**src/rtl/synth_prog_pkg.sv**
```systemverilog
package synth_prog_pkg;
    localparam int unsigned DEF_A_W     = 7;
    localparam int unsigned DEF_N_W     = 10;
    localparam int unsigned DEF_R_W     = 14;
    localparam int unsigned DEF_SYNC    = 2;
    // bit positions in the synchronized pin vector
    localparam int unsigned PIN_DATA    = 0;
    localparam int unsigned PIN_SCLK    = 1;
    localparam int unsigned PIN_LOAD    = 2;
    localparam int unsigned PIN_COUNT   = 3;
endpackage

```
**src/rtl/spr_sync.sv**
```systemverilog
module spr_sync #(
    parameter int unsigned STAGES = 2
) (
    input  logic clk,
    input  logic rst_n,
    input  logic async_i,
    output logic lvl_o
);
    typedef struct packed {
        logic [STAGES-1:0] pipe;
    } sync_st_t;

    sync_st_t st_d, st_q;

    always_comb begin
        st_d      = st_q;
        st_d.pipe = {st_q.pipe[STAGES-2:0], async_i};
    end

    always_ff @(posedge clk or negedge rst_n) begin
        if (!rst_n) st_q <= '0;
        else        st_q <= st_d;
    end

    assign lvl_o = st_q.pipe[STAGES-1];

    AST_SYNC_DELAY: assert property (@(posedge clk) disable iff (!rst_n)
        $rose(lvl_o) |-> $past(st_q.pipe[0])) else $error("sync delay");
endmodule

```
**src/rtl/spr_shift_chain.sv**
```systemverilog
module spr_shift_chain #(
    parameter int unsigned CHAIN_W = 32
) (
    input  logic               clk,
    input  logic               rst_n,
    input  logic               sclk_lvl_i,
    input  logic               din_i,
    output logic [CHAIN_W-1:0] chain_o,
    output logic               shift_o
);
    typedef struct packed {
        logic               clk_prev;
        logic [CHAIN_W-1:0] bits;
    } chain_st_t;

    chain_st_t st_d, st_q;
    logic      shift;

    always_comb begin
        st_d          = st_q;
        shift         = sclk_lvl_i & ~st_q.clk_prev;
        st_d.clk_prev = sclk_lvl_i;
        if (shift) begin
            st_d.bits = {st_q.bits[CHAIN_W-2:0], din_i};
        end
    end

    always_ff @(posedge clk or negedge rst_n) begin
        if (!rst_n) st_q <= '0;
        else        st_q <= st_d;
    end

    assign chain_o = st_q.bits;
    assign shift_o = shift;

    AST_SHIFT_SINGLE: assert property (@(posedge clk) disable iff (!rst_n)
        shift_o |=> !shift_o) else $error("double shift");
    AST_SHIFT_ENTRY: assert property (@(posedge clk) disable iff (!rst_n)
        shift_o |=> (chain_o[0] == $past(din_i))) else $error("entry bit");
    AST_SHIFT_MOVE: assert property (@(posedge clk) disable iff (!rst_n)
        shift_o |=> (chain_o[CHAIN_W-1] == $past(chain_o[CHAIN_W-2]))) else $error("move");
    AST_CHAIN_IDLE: assert property (@(posedge clk) disable iff (!rst_n)
        !shift_o |=> $stable(chain_o)) else $error("idle change");
endmodule

```
**src/rtl/spr_latch_bank.sv**
```systemverilog
module spr_latch_bank #(
    parameter int unsigned A_W = 7,
    parameter int unsigned N_W = 10,
    parameter int unsigned R_W = 14
) (
    input  logic                   clk,
    input  logic                   rst_n,
    input  logic                   load_lvl_i,
    input  logic [A_W+N_W+R_W:0]   chain_i,
    output logic [A_W-1:0]         a_o,
    output logic [N_W-1:0]         n_o,
    output logic [R_W-1:0]         r_o
);
    localparam int unsigned CTL_POS = 0;
    localparam int unsigned A_LO    = 1;
    localparam int unsigned A_HI    = A_LO + A_W - 1;
    localparam int unsigned N_LO    = A_HI + 1;
    localparam int unsigned N_HI    = N_LO + N_W - 1;
    localparam int unsigned R_LO    = N_HI + 1;
    localparam int unsigned R_HI    = R_LO + R_W - 1;

    typedef struct packed {
        logic [A_W-1:0] a_val;
        logic [N_W-1:0] n_val;
        logic [R_W-1:0] r_val;
    } latch_st_t;

    latch_st_t st_d, st_q;
    logic      ctl;

    always_comb begin
        st_d = st_q;
        ctl  = chain_i[CTL_POS];
        if (load_lvl_i) begin
            st_d.a_val = chain_i[A_HI:A_LO];
            st_d.n_val = chain_i[N_HI:N_LO];
            if (ctl) begin
                st_d.r_val = chain_i[R_HI:R_LO];
            end
        end
    end

    always_ff @(posedge clk or negedge rst_n) begin
        if (!rst_n) st_q <= '0;
        else        st_q <= st_d;
    end

    assign a_o = st_q.a_val;
    assign n_o = st_q.n_val;
    assign r_o = st_q.r_val;

    AST_AN_FOLLOW: assert property (@(posedge clk) disable iff (!rst_n)
        load_lvl_i |=> (a_o == $past(chain_i[A_HI:A_LO]) && n_o == $past(chain_i[N_HI:N_LO])))
        else $error("A/N follow");
    AST_REF_FOLLOW: assert property (@(posedge clk) disable iff (!rst_n)
        (load_lvl_i && chain_i[CTL_POS]) |=> (r_o == $past(chain_i[R_HI:R_LO])))
        else $error("R follow");
    AST_REF_GUARD: assert property (@(posedge clk) disable iff (!rst_n)
        !chain_i[CTL_POS] |=> $stable(r_o)) else $error("R changed");
    AST_HOLD_LOW: assert property (@(posedge clk) disable iff (!rst_n)
        !load_lvl_i |=> ($stable(a_o) && $stable(n_o) && $stable(r_o)))
        else $error("hold");
endmodule

```
**src/rtl/synth_prog_reg.sv**
```systemverilog
module synth_prog_reg
    import synth_prog_pkg::*;
#(
    parameter int unsigned A_W    = DEF_A_W,
    parameter int unsigned N_W    = DEF_N_W,
    parameter int unsigned R_W    = DEF_R_W,
    parameter int unsigned SYNC_N = DEF_SYNC
) (
    input  logic           clk,
    input  logic           rst_n,
    input  logic           sclk_i,
    input  logic           sdata_i,
    input  logic           load_en_i,
    output logic           sdata_o,
    output logic [A_W-1:0] a_val_o,
    output logic [N_W-1:0] n_val_o,
    output logic [R_W-1:0] r_val_o
);
    localparam int unsigned CHAIN_W = 1 + A_W + N_W + R_W;

    logic [PIN_COUNT-1:0] pin_raw;
    logic [PIN_COUNT-1:0] pin_lvl;
    logic [CHAIN_W-1:0]   chain;
    logic                 shift_pulse;

    always_comb begin
        pin_raw           = '0;
        pin_raw[PIN_DATA] = sdata_i;
        pin_raw[PIN_SCLK] = sclk_i;
        pin_raw[PIN_LOAD] = load_en_i;
    end

    for (genvar g = 0; g < PIN_COUNT; g++) begin : g_pin_sync
        spr_sync #(.STAGES(SYNC_N)) u_sync (
            .clk     (clk),
            .rst_n   (rst_n),
            .async_i (pin_raw[g]),
            .lvl_o   (pin_lvl[g])
        );
    end

    spr_shift_chain #(.CHAIN_W(CHAIN_W)) u_chain (
        .clk        (clk),
        .rst_n      (rst_n),
        .sclk_lvl_i (pin_lvl[PIN_SCLK]),
        .din_i      (pin_lvl[PIN_DATA]),
        .chain_o    (chain),
        .shift_o    (shift_pulse)
    );

    spr_latch_bank #(.A_W(A_W), .N_W(N_W), .R_W(R_W)) u_latch (
        .clk        (clk),
        .rst_n      (rst_n),
        .load_lvl_i (pin_lvl[PIN_LOAD]),
        .chain_i    (chain),
        .a_o        (a_val_o),
        .n_o        (n_val_o),
        .r_o        (r_val_o)
    );

    assign sdata_o = chain[CHAIN_W-1];

    AST_SOUT_QUIET: assert property (@(posedge clk) disable iff (!rst_n)
        !shift_pulse |=> $stable(sdata_o)) else $error("sout moved");
endmodule

```
**config.mk**
```make
export PLATFORM = sky130hd
export DESIGN_NAME = synth_prog_reg
export DESIGN_NICKNAME = d
export VERILOG_FILES = /design/src/rtl/synth_prog_pkg.sv /design/src/rtl/spr_sync.sv /design/src/rtl/spr_shift_chain.sv /design/src/rtl/spr_latch_bank.sv /design/src/rtl/synth_prog_reg.sv
export SDC_FILE = /design/constraint.sdc
export NUM_CORES = 1
export LEC_CHECK = 0
export ABC_AREA = 1
export BUFFER_PORTS_ARGS = -buffer_cell sky130_fd_sc_hd__buf_4
export CAP_MARGIN = 20
export CORE_MARGIN = 2
export CORE_UTILIZATION = 55
export DETAILED_ROUTE_END_ITERATION = 16
export PLACE_DENSITY = 0.82
export RECOVER_POWER = 25
export SYNTH_ARGS = -nofsm -noshare
export SYNTH_HDL_FRONTEND = slang
export SYNTH_SLANG_ARGS = --single-unit
```
**constraint.sdc**
```tcl
create_clock -name clk -period 1.3 [get_ports clk]
set_input_delay 0.13 -clock clk [delete_from_list [all_inputs] [get_ports clk]]
set_output_delay 0.13 -clock clk [all_outputs]
set_load 0.005 [all_outputs]
```
Word-level counts from Yosys, hierarchy flattened
Cells that the tools add are included.
Widths: inputs -> output; s select.
Cells by class
  reductions and logical operators: 1
  bitwise operators: 2
Operator list (number)
  $reduce_and 2->1: 1
  $and 1x1->1: 1
  $not 1->1: 1
Word-level totals
  bits in registers: 70
  input port bits: 5

Depth between registers and ports, before layout
Gate-level depths: netlist of run 1.
  depth in word-level cells: 2
  gate-level depth with buffers: 5
  depth with buffers taken out: 4

By module
From an unflattened synthesis of run 1, not the netlist that was laid out.
Second synthesis, totals
  cell total of the unflattened synthesis: 312
  area total of the unflattened synthesis: 2974.1 um^2
By module, submodules not included
  spr_shift_chain: cells each 174, times used 1, area each 1614.0 um^2
  spr_latch_bank: cells each 132, times used 1, area each 1209.9 um^2
  spr_sync: cells each 2, times used 3, area each 50.0 um^2

Worst setup path before layout of run 1
No wires, ideal clock.
  path kind: reg2reg
  start: register g_pin_sync[2].u_sync.st_q[1] (netlist bit)
  end: register u_latch.st_q, in the netlist u_latch.n_o[0]
  period minus slack after synthesis: 0.919 ns
  cell stages (with the launch flop): 5
  data arrival time: 0.792 ns
  path slack: 0.381 ns
  required time: 1.173 ns
  path buffers: 2
  setup time: 0.127 ns
  cell sequence: dfrtp_1 buf_4 buf_4 nand2_1 o21ai_0
RTL lines
  start: declaration: RTL line spr_sync.sv:13  | sync_st_t st_d, st_q;
  start signal: assignment: RTL line spr_sync.sv:22  | else st_q <= st_d;
  end signal: assignment: RTL line spr_latch_bank.sv:45  | else st_q <= st_d;
  end: declaration: RTL line spr_latch_bank.sv:28  | latch_st_t st_d, st_q;

Final worst setup path of run 1
  start: register u_chain.st_q[32] (netlist bit)
  end: register u_chain.st_q, in the netlist u_chain.chain_o[9]
Between the ends
  longest elaborated chain between the ends: 2
Ends and longest elaborated chain
  start: declaration: RTL line spr_shift_chain.sv:16  | chain_st_t st_d, st_q;
  start signal: assignment: RTL line spr_shift_chain.sv:30  | else st_q <= st_d;
  $not 1->1: RTL line spr_shift_chain.sv:21  | shift = sclk_lvl_i & ~st_q.clk_prev;
  $and 1x1->1: RTL line spr_shift_chain.sv:21
No other way between the ends.
A chain may end at the register's enable or synchronous reset.

==> results_dict.tcl, run 1 <==
set metrics [dict create \
    final_area_mm2 0.003169 \
    p_sw_mw 1.108 \
    post_synth_inst_count 280 \
    clock_power_share_pct 32.1 \
    post_synth_num_cell_types 10 \
    grt_pass1_vias 1904 \
    drc_viols 0 \
    finish.net_count 326 \
    met2_wire_length_um 2345 \
    estimated_wirelength_of_the_detail_placed_design_um 3086 \
    critPathLaunchType "flop" \
    multi_input_area_um2 734.5 \
    highest_net_fanout_along_the_worst_path 32 \
    power.share.combinational_pct 11.3 \
    cts_htree_levels 3 \
    final-hold-violation-count 0 \
    endpoint_kind "flop" \
    clkLatencyLatePin_ns 0.33 \
    effective_utilization_at_floorplan_pct 56.85 \
    clockRootBuffer "clkbuf_8" \
    critical_path_class "flop to flop" \
    gp_congestion 0.7428 \
    cts.path.max_buffers 2 \
    finalSetupViolCount 0 \
    cap_violations 0 \
    ant_nets 0 \
    max_freq_ghz 0.8693 \
    drive_gt1_share_pct 17.90 \
    cell_internal_pwr_mw 3.320 \
    num-fill-cells 355 \
    vdd_drop_max_uv 827.7 \
    synth_enable_flop_cells 0 \
    clk_pin_slew_ns 0.06 \
    dr.first_iter.drc_count 156 \
    grt.overflow.total 0 \
    sequential_cell_area_mm2 0.001752 \
    port_buffers 36 \
    p_leak_nw 1.732 \
    grt_setup_unrepaired "no" \
    power_switching_share_pct 25.02 \
    dpl_worst_slack_ns 0.1676 \
    grt_antenna_before_repair 0 \
    tritoncts_num_sinks 70 \
    row_count 25 \
    fp.dieArea_mm2 0.005423 \
    grt_pass1_wl_um 8355 \
    firstDrtPassIters 4 \
    post_cts_resized 0 \
    post_synth.cell_area_avg_um2 9.527 \
    n_antenna_cell 0 \
    synthesis.nets 285 \
    share_of_power_burned_in_registers_pct 56.6 \
    final.min_clock_period_ns 1.150 \
    flow.area_growth_from_synthesis_pct 18.81 \
    via_per_inst 5.214 \
    worst-endpoint-required_ns 1.51 \
    num_io_pins 37 \
    wire_per_inst_um 12.69 \
    synth_async_sr_flop_share_pct 100.0 \
    synth_largest_type_area_fraction_pct 65.67 \
    routed-wl-met3_um 188 \
    core_area_mm2 0.004692 \
    finish.utilization_pct 67.55 \
    synthTopCellsByCount "110 x nand2_1, 70 x dfrtp_1, 46 x nand3_1, 17 x inv_1, 17 x o21ai_0" \
    run_status "complete, no violations" \
    hp-class "flop to flop" \
    m1WireLength_um 2173 \
    detailed_place.area_mm2 0.002977 \
    post-route-period-util_pct 88.49 \
    finalWirelength_um 4795 \
    synth.yosys.warnings 0 \
    slew_of_the_pin_with_the_lowest_slew_margin_ns 0.6469 \
    dominantRegCellSynth "dfrtp_1" \
    postSynthRegisterBits 70 \
    mapped_area_mm2 0.002668 \
    worst_case_headroom_to_the_max_slew_limit_pct 56.88 \
    fin_worst_hold_slack_ns 0.3487 \
    worst_ep_arrival_ns 1.36 \
    die-width_um 73.64 \
    clock_skew_ns 0.005537 \
    grt.total_usage_pct 20.47 \
    synth.most_common_cell "nand2_1" \
    setup_ws_ns 0.1496 \
    cts_buffers 9 \
    finalMaxSlewViolations 0 \
    tritoncts "done" \
    grt_start_max_net_pins 34 \
    vias 1971 \
    cell_type_contributing_the_most_total_cell_area_after_synthesis "dfrtp_1" \
    powerDensity_mw_per_mm2 1397 \
    netlist_top_cells_area "dfrtp_1 66%, nand2_1 15%, nand3_1 8.6%" \
    die_height_um 73.64 \
    synth_seq_area_share_pct 65.67 \
    highest_layer "met4" \
    tns_ns 0 \
]
critical path: stages, from the launching register on:
cell and delay, ns:
dfrtp_1 0.37, inv_2 0.07, nand2_2 0.32, nand2_1 0.19, nand2_1 0.07
routing by layer:
metal,up-vias,GRT usage [%]
li1,958,-
met1,958,27.28
met2,45,31.94
met3,10,4.527
met4,0,9.899
met5,-,0
layout by cell type, fill, tap and decap left out:
| cell | instances |
|---|---|
| buf_12 | 2 |
| buf_4 | 38 |
| clkbuf_1 | 2 |
| clkbuf_2 | 1 |
| clkbuf_4 | 3 |
| clkbuf_8 | 10 |
| clkinv_2 | 2 |
| dfrtp_1 | 70 |
| dlygate4sd3_1 | 4 |
| inv_1 | 17 |
| inv_2 | 1 |
| nand2_1 | 110 |
| nand2_2 | 1 |
| nand3_1 | 46 |
| o21ai_0 | 17 |
worst paths after layout:
check	startpoint	end	slack, ns	depth (start not counted)
setup / recovery	u_chain.st_q[32]	u_chain.chain_o[9]	0.15	4
hold / removal	g_pin_sync[1].u_sync.st_q[0]	g_pin_sync[1].u_sync.st_q[1]	0.35	0
setup reg to reg	u_chain.st_q[32]	u_chain.chain_o[9]	0.15	4
hold reg to reg	g_pin_sync[1].u_sync.st_q[0]	g_pin_sync[1].u_sync.st_q[1]	0.35	0
max in group asynchronous	rst_n	u_chain.chain_o[24]	0.38	3
min in group asynchronous	rst_n	u_latch.a_o[4]	0.36	2
sequential cells by signal (all words and copies together), names as in the netlist:
register / count
u_latch.r_o: 14
u_chain.st_q: 1
u_latch.a_o: 7
u_latch.n_o: 10
g_pin_sync.u_sync.st_q: 6
u_chain.chain_o: 32
final cells by class:
| class | instances | area share, % |
|---|---|---|
| clock buffer | 12 | 4.580 |
| inverter | 18 | 2.132 |
| timing repair buffer | 48 | 12.40 |
| sequential | 70 | 55.27 |
| clock inverter | 2 | 0.3158 |
| tap | 54 | 2.132 |
| multi-input combinational | 174 | 23.17 |
power by group through the flow:
| stage | logic, mW | registers (mW) | clock network, mW |
|---|---|---|---|
| global placement | 0.482 | 2.54 | 0 |
| detailed placement | 0.502 | 2.54 | 0 |
| CTS | 0.514 | 2.51 | 1.46 |
| finish | 0.501 | 2.51 | 1.42 |
| floorplan | 0.253 | 2.53 | 0 |
| global route | 0.572 | 2.53 | 1.55 |
metrics by stage:
stage               power (mW)  instances
global route             4.653        378
global placement         3.018        360
finish                   4.427        378
detailed placement       3.045        360
CTS                      4.478        378
floorplan                2.779        280
repair_timing:
item                                   in CTS  in global routing
setup buffers                               0                  0
endpoints found under the hold margin      25                  0
hold buffers                                4                  0
cell families (layout without fill, tap and decap cells):
kind of cell           Yosys count  after routing  share of synthesized area [%]
and+or+nand+nor                157            157                          24.34
DFF                             70             70                          65.67
buffers and inverters           36             80                          6.801
AOI/OAI and AO/OA               17             17                          3.189
Power figures use the tool's default switching activity.
==> run 2, diff against run 1 <==
- ABC_CLOCK_PERIOD_IN_PS: default -> 1300
- CAP_MARGIN: 20 -> 30
- PLACE_DENSITY: 0.82 -> 0.86
==> run 2 against run 1 <==
Non-clock buffer count unchanged. Routed wire length decreased by 1.8%. Cell count increased by 0.53%. Sequential cell count unchanged. First-iteration DRC count decreased by 1.3%. Power increased by 6.9%. Die area unchanged. Core utilization increased by 0.85 points. Largest power group unchanged. Critical path depth unchanged. Worst setup slack improved by 0.056 ns. Via count decreased by 1.4%. Design area increased by 1.3%.
==> results_dict.tcl, run 2 (synthesized netlist as in run 1, its figures left out) <==
set metrics [dict create \
    grt_pass1_vias 1896 \
    grt_pass1_wl_um 8142 \
    vdd_drop_max_uv 877.5 \
    cpLargestDelayFamily "buffers and inverters" \
    tns_ns 0 \
    p_leak_nw 1.746 \
    clock_skew_ns 0.009793 \
    gp_congestion 0.8016 \
    critPathLaunchType "flop" \
    slew_of_the_pin_with_the_lowest_slew_margin_ns 0.7400 \
    worst_ep_arrival_ns 1.36 \
    cap_violations 0 \
    cts.path.max_buffers 2 \
    finalWirelength_um 4711 \
    critical_path_class "flop to flop" \
    final-hold-violation-count 0 \
    critical_path.max_stage_delay_ns 0.38 \
    core_area_mm2 0.004692 \
    cts_buffers 9 \
    drc_viols 0 \
    flow.area_growth_from_synthesis_pct 20.31 \
    vias 1944 \
    setup_ws_ns 0.2058 \
    die-width_um 73.64 \
    tritoncts "done" \
    run_status "complete, no violations" \
    endpoint_kind "flop" \
    via_per_inst 5.116 \
    sequential_cell_area_mm2 0.001752 \
    wire_per_inst_um 12.40 \
    mostFrequentLayoutCell "nand2_1" \
    ant_nets 0 \
    layout_common_cells "109 x nand2_1, 70 x dfrtp_1, 46 x nand3_1" \
    firstDrtPassIters 4 \
    clkLatencyLatePin_ns 0.34 \
    estimated_wirelength_of_the_detail_placed_design_um 3062 \
    finalMaxSlewViolations 0 \
    grt_setup_unrepaired "no" \
    effective_utilization_at_floorplan_pct 56.85 \
    drive_gt1_share_pct 19.02 \
    clk_pin_slew_ns 0.07 \
    clockRootBuffer "clkbuf_8" \
    finish.net_count 326 \
    dr.first_iter.drc_count 154 \
    dpl_worst_slack_ns 0.07087 \
    post-route-period-util_pct 84.17 \
    grt_antenna_before_repair 0 \
    grt_start_max_net_pins 34 \
    critical_path.cell_chain "inv_2 -> buf_4 -> nand3_1 -> nand2_1" \
    powerDensity_mw_per_mm2 1474 \
    finalSetupViolCount 0 \
    num_io_pins 37 \
    num-fill-cells 344 \
    highest_net_fanout_along_the_worst_path 23 \
    multi_input_area_um2 742.0 \
    port_buffers 36 \
    n_antenna_cell 0 \
    path_buf_inv 2 \
    die_height_um 73.64 \
    row_count 25 \
    crit_path_top_delay_cell "dfrtp_1" \
    grt.overflow.total 0 \
    postcts_setup_bufs 0 \
    grt.total_usage_pct 20.53 \
    largest_reg_flops 32 \
    worst-endpoint-required_ns 1.57 \
    r2r_setup_slack_ns 0.21 \
    final.min_clock_period_ns 1.094 \
    hp-class "flop to flop" \
    cts_htree_levels 3 \
    tritoncts_num_sinks 70 \
    max_freq_ghz 0.9139 \
    fp.dieArea_mm2 0.005423 \
    worst_case_headroom_to_the_max_slew_limit_pct 50.67 \
]
run 2: cell count changes in the layout (fill, tap and decap cells not counted), sizes merged:
cell / previous run / this run
clkinvlp: 0 / 2
clkbuf: 16 / 15
bufinv: 0 / 1
run 2: report_power, final:
| group | total, mW | switching (mW) | internal, mW | leakage (nW) |
|---|---|---|---|---|
| Clock | 1.73 | 0.790 | 0.938 | 0.0955 |
| Sequential | 2.51 | 0.137 | 2.37 | 0.946 |
| Combinational | 0.492 | 0.269 | 0.223 | 0.704 |
| Total | 4.73 | 1.20 | 3.53 | 1.75 |
run 2: cell type report:
cell class                      count  area share [%]
Clock buffer                       11           4.405
Clock inverter                      5           1.832
Inverter                           18           2.105
Multi-Input combinational cell    174           23.12
Sequential cell                    70           54.58
Tap cell                           54           2.105
Timing Repair Buffer               48           11.85
run 2: repair_timing:
action / in CTS / in global routing
hold buffers: 4 / 0
endpoints found under the hold margin: 30 / 0
gates resized for setup: 0 / 2
setup endpoints to repair: 0 / 38
run 2: metal layers:
layer / GRT usage (%) / vias to the layer above / part of all wire, %
met5: 0 / - / 0
met4: 10.10 / 0 / 1.5
met3: 5.761 / 6 / 4.1
met2: 33.33 / 38 / 50
met1: 25.28 / 937 / 44
li1: - / 963 / -
run 2: path summary, 6_finish.rpt:
| kind | from | to | cells after the start |
|---|---|---|---|
| setup / recovery | u_chain.st_q[32] | u_chain.chain_o[30] | 4 |
| hold / removal | g_pin_sync[2].u_sync.st_q[0] | g_pin_sync[2].u_sync.st_q[1] | 0 |
| setup reg to reg | u_chain.st_q[32] | u_chain.chain_o[30] | 4 |
| hold reg to reg | g_pin_sync[2].u_sync.st_q[0] | g_pin_sync[2].u_sync.st_q[1] | 0 |
| max in group asynchronous | rst_n | u_latch.r_o[3] | 3 |
| min in group asynchronous | rst_n | u_chain.chain_o[3] | 2 |
run 2: stage by stage:
| stage | hold slack (ns) | utilization [%] | total power, mW | std cells | instance area [µm²] |
|---|---|---|---|---|---|
| finish | 0.3511 | 68.40 | 4.730 | 380 | 3209 |
| global placement | 0.07212 | 63.17 | 3.011 | 360 | 2964 |
| detailed placement | 0.07925 | 63.17 | 3.038 | 360 | 2964 |
| floorplan | -0.1656 | - | 2.779 | 280 | 2668 |
| CTS | 0.2505 | 68.29 | 4.778 | 380 | 3204 |
| global route | 0.3526 | 68.40 | 4.954 | 380 | 3209 |
run 2: worst reg2reg max path, cell delays in order (launching register included):
cell and delay, ns:
dfrtp_1 0.38, inv_2 0.16, buf_4 0.28, nand3_1 0.12, nand2_1 0.08
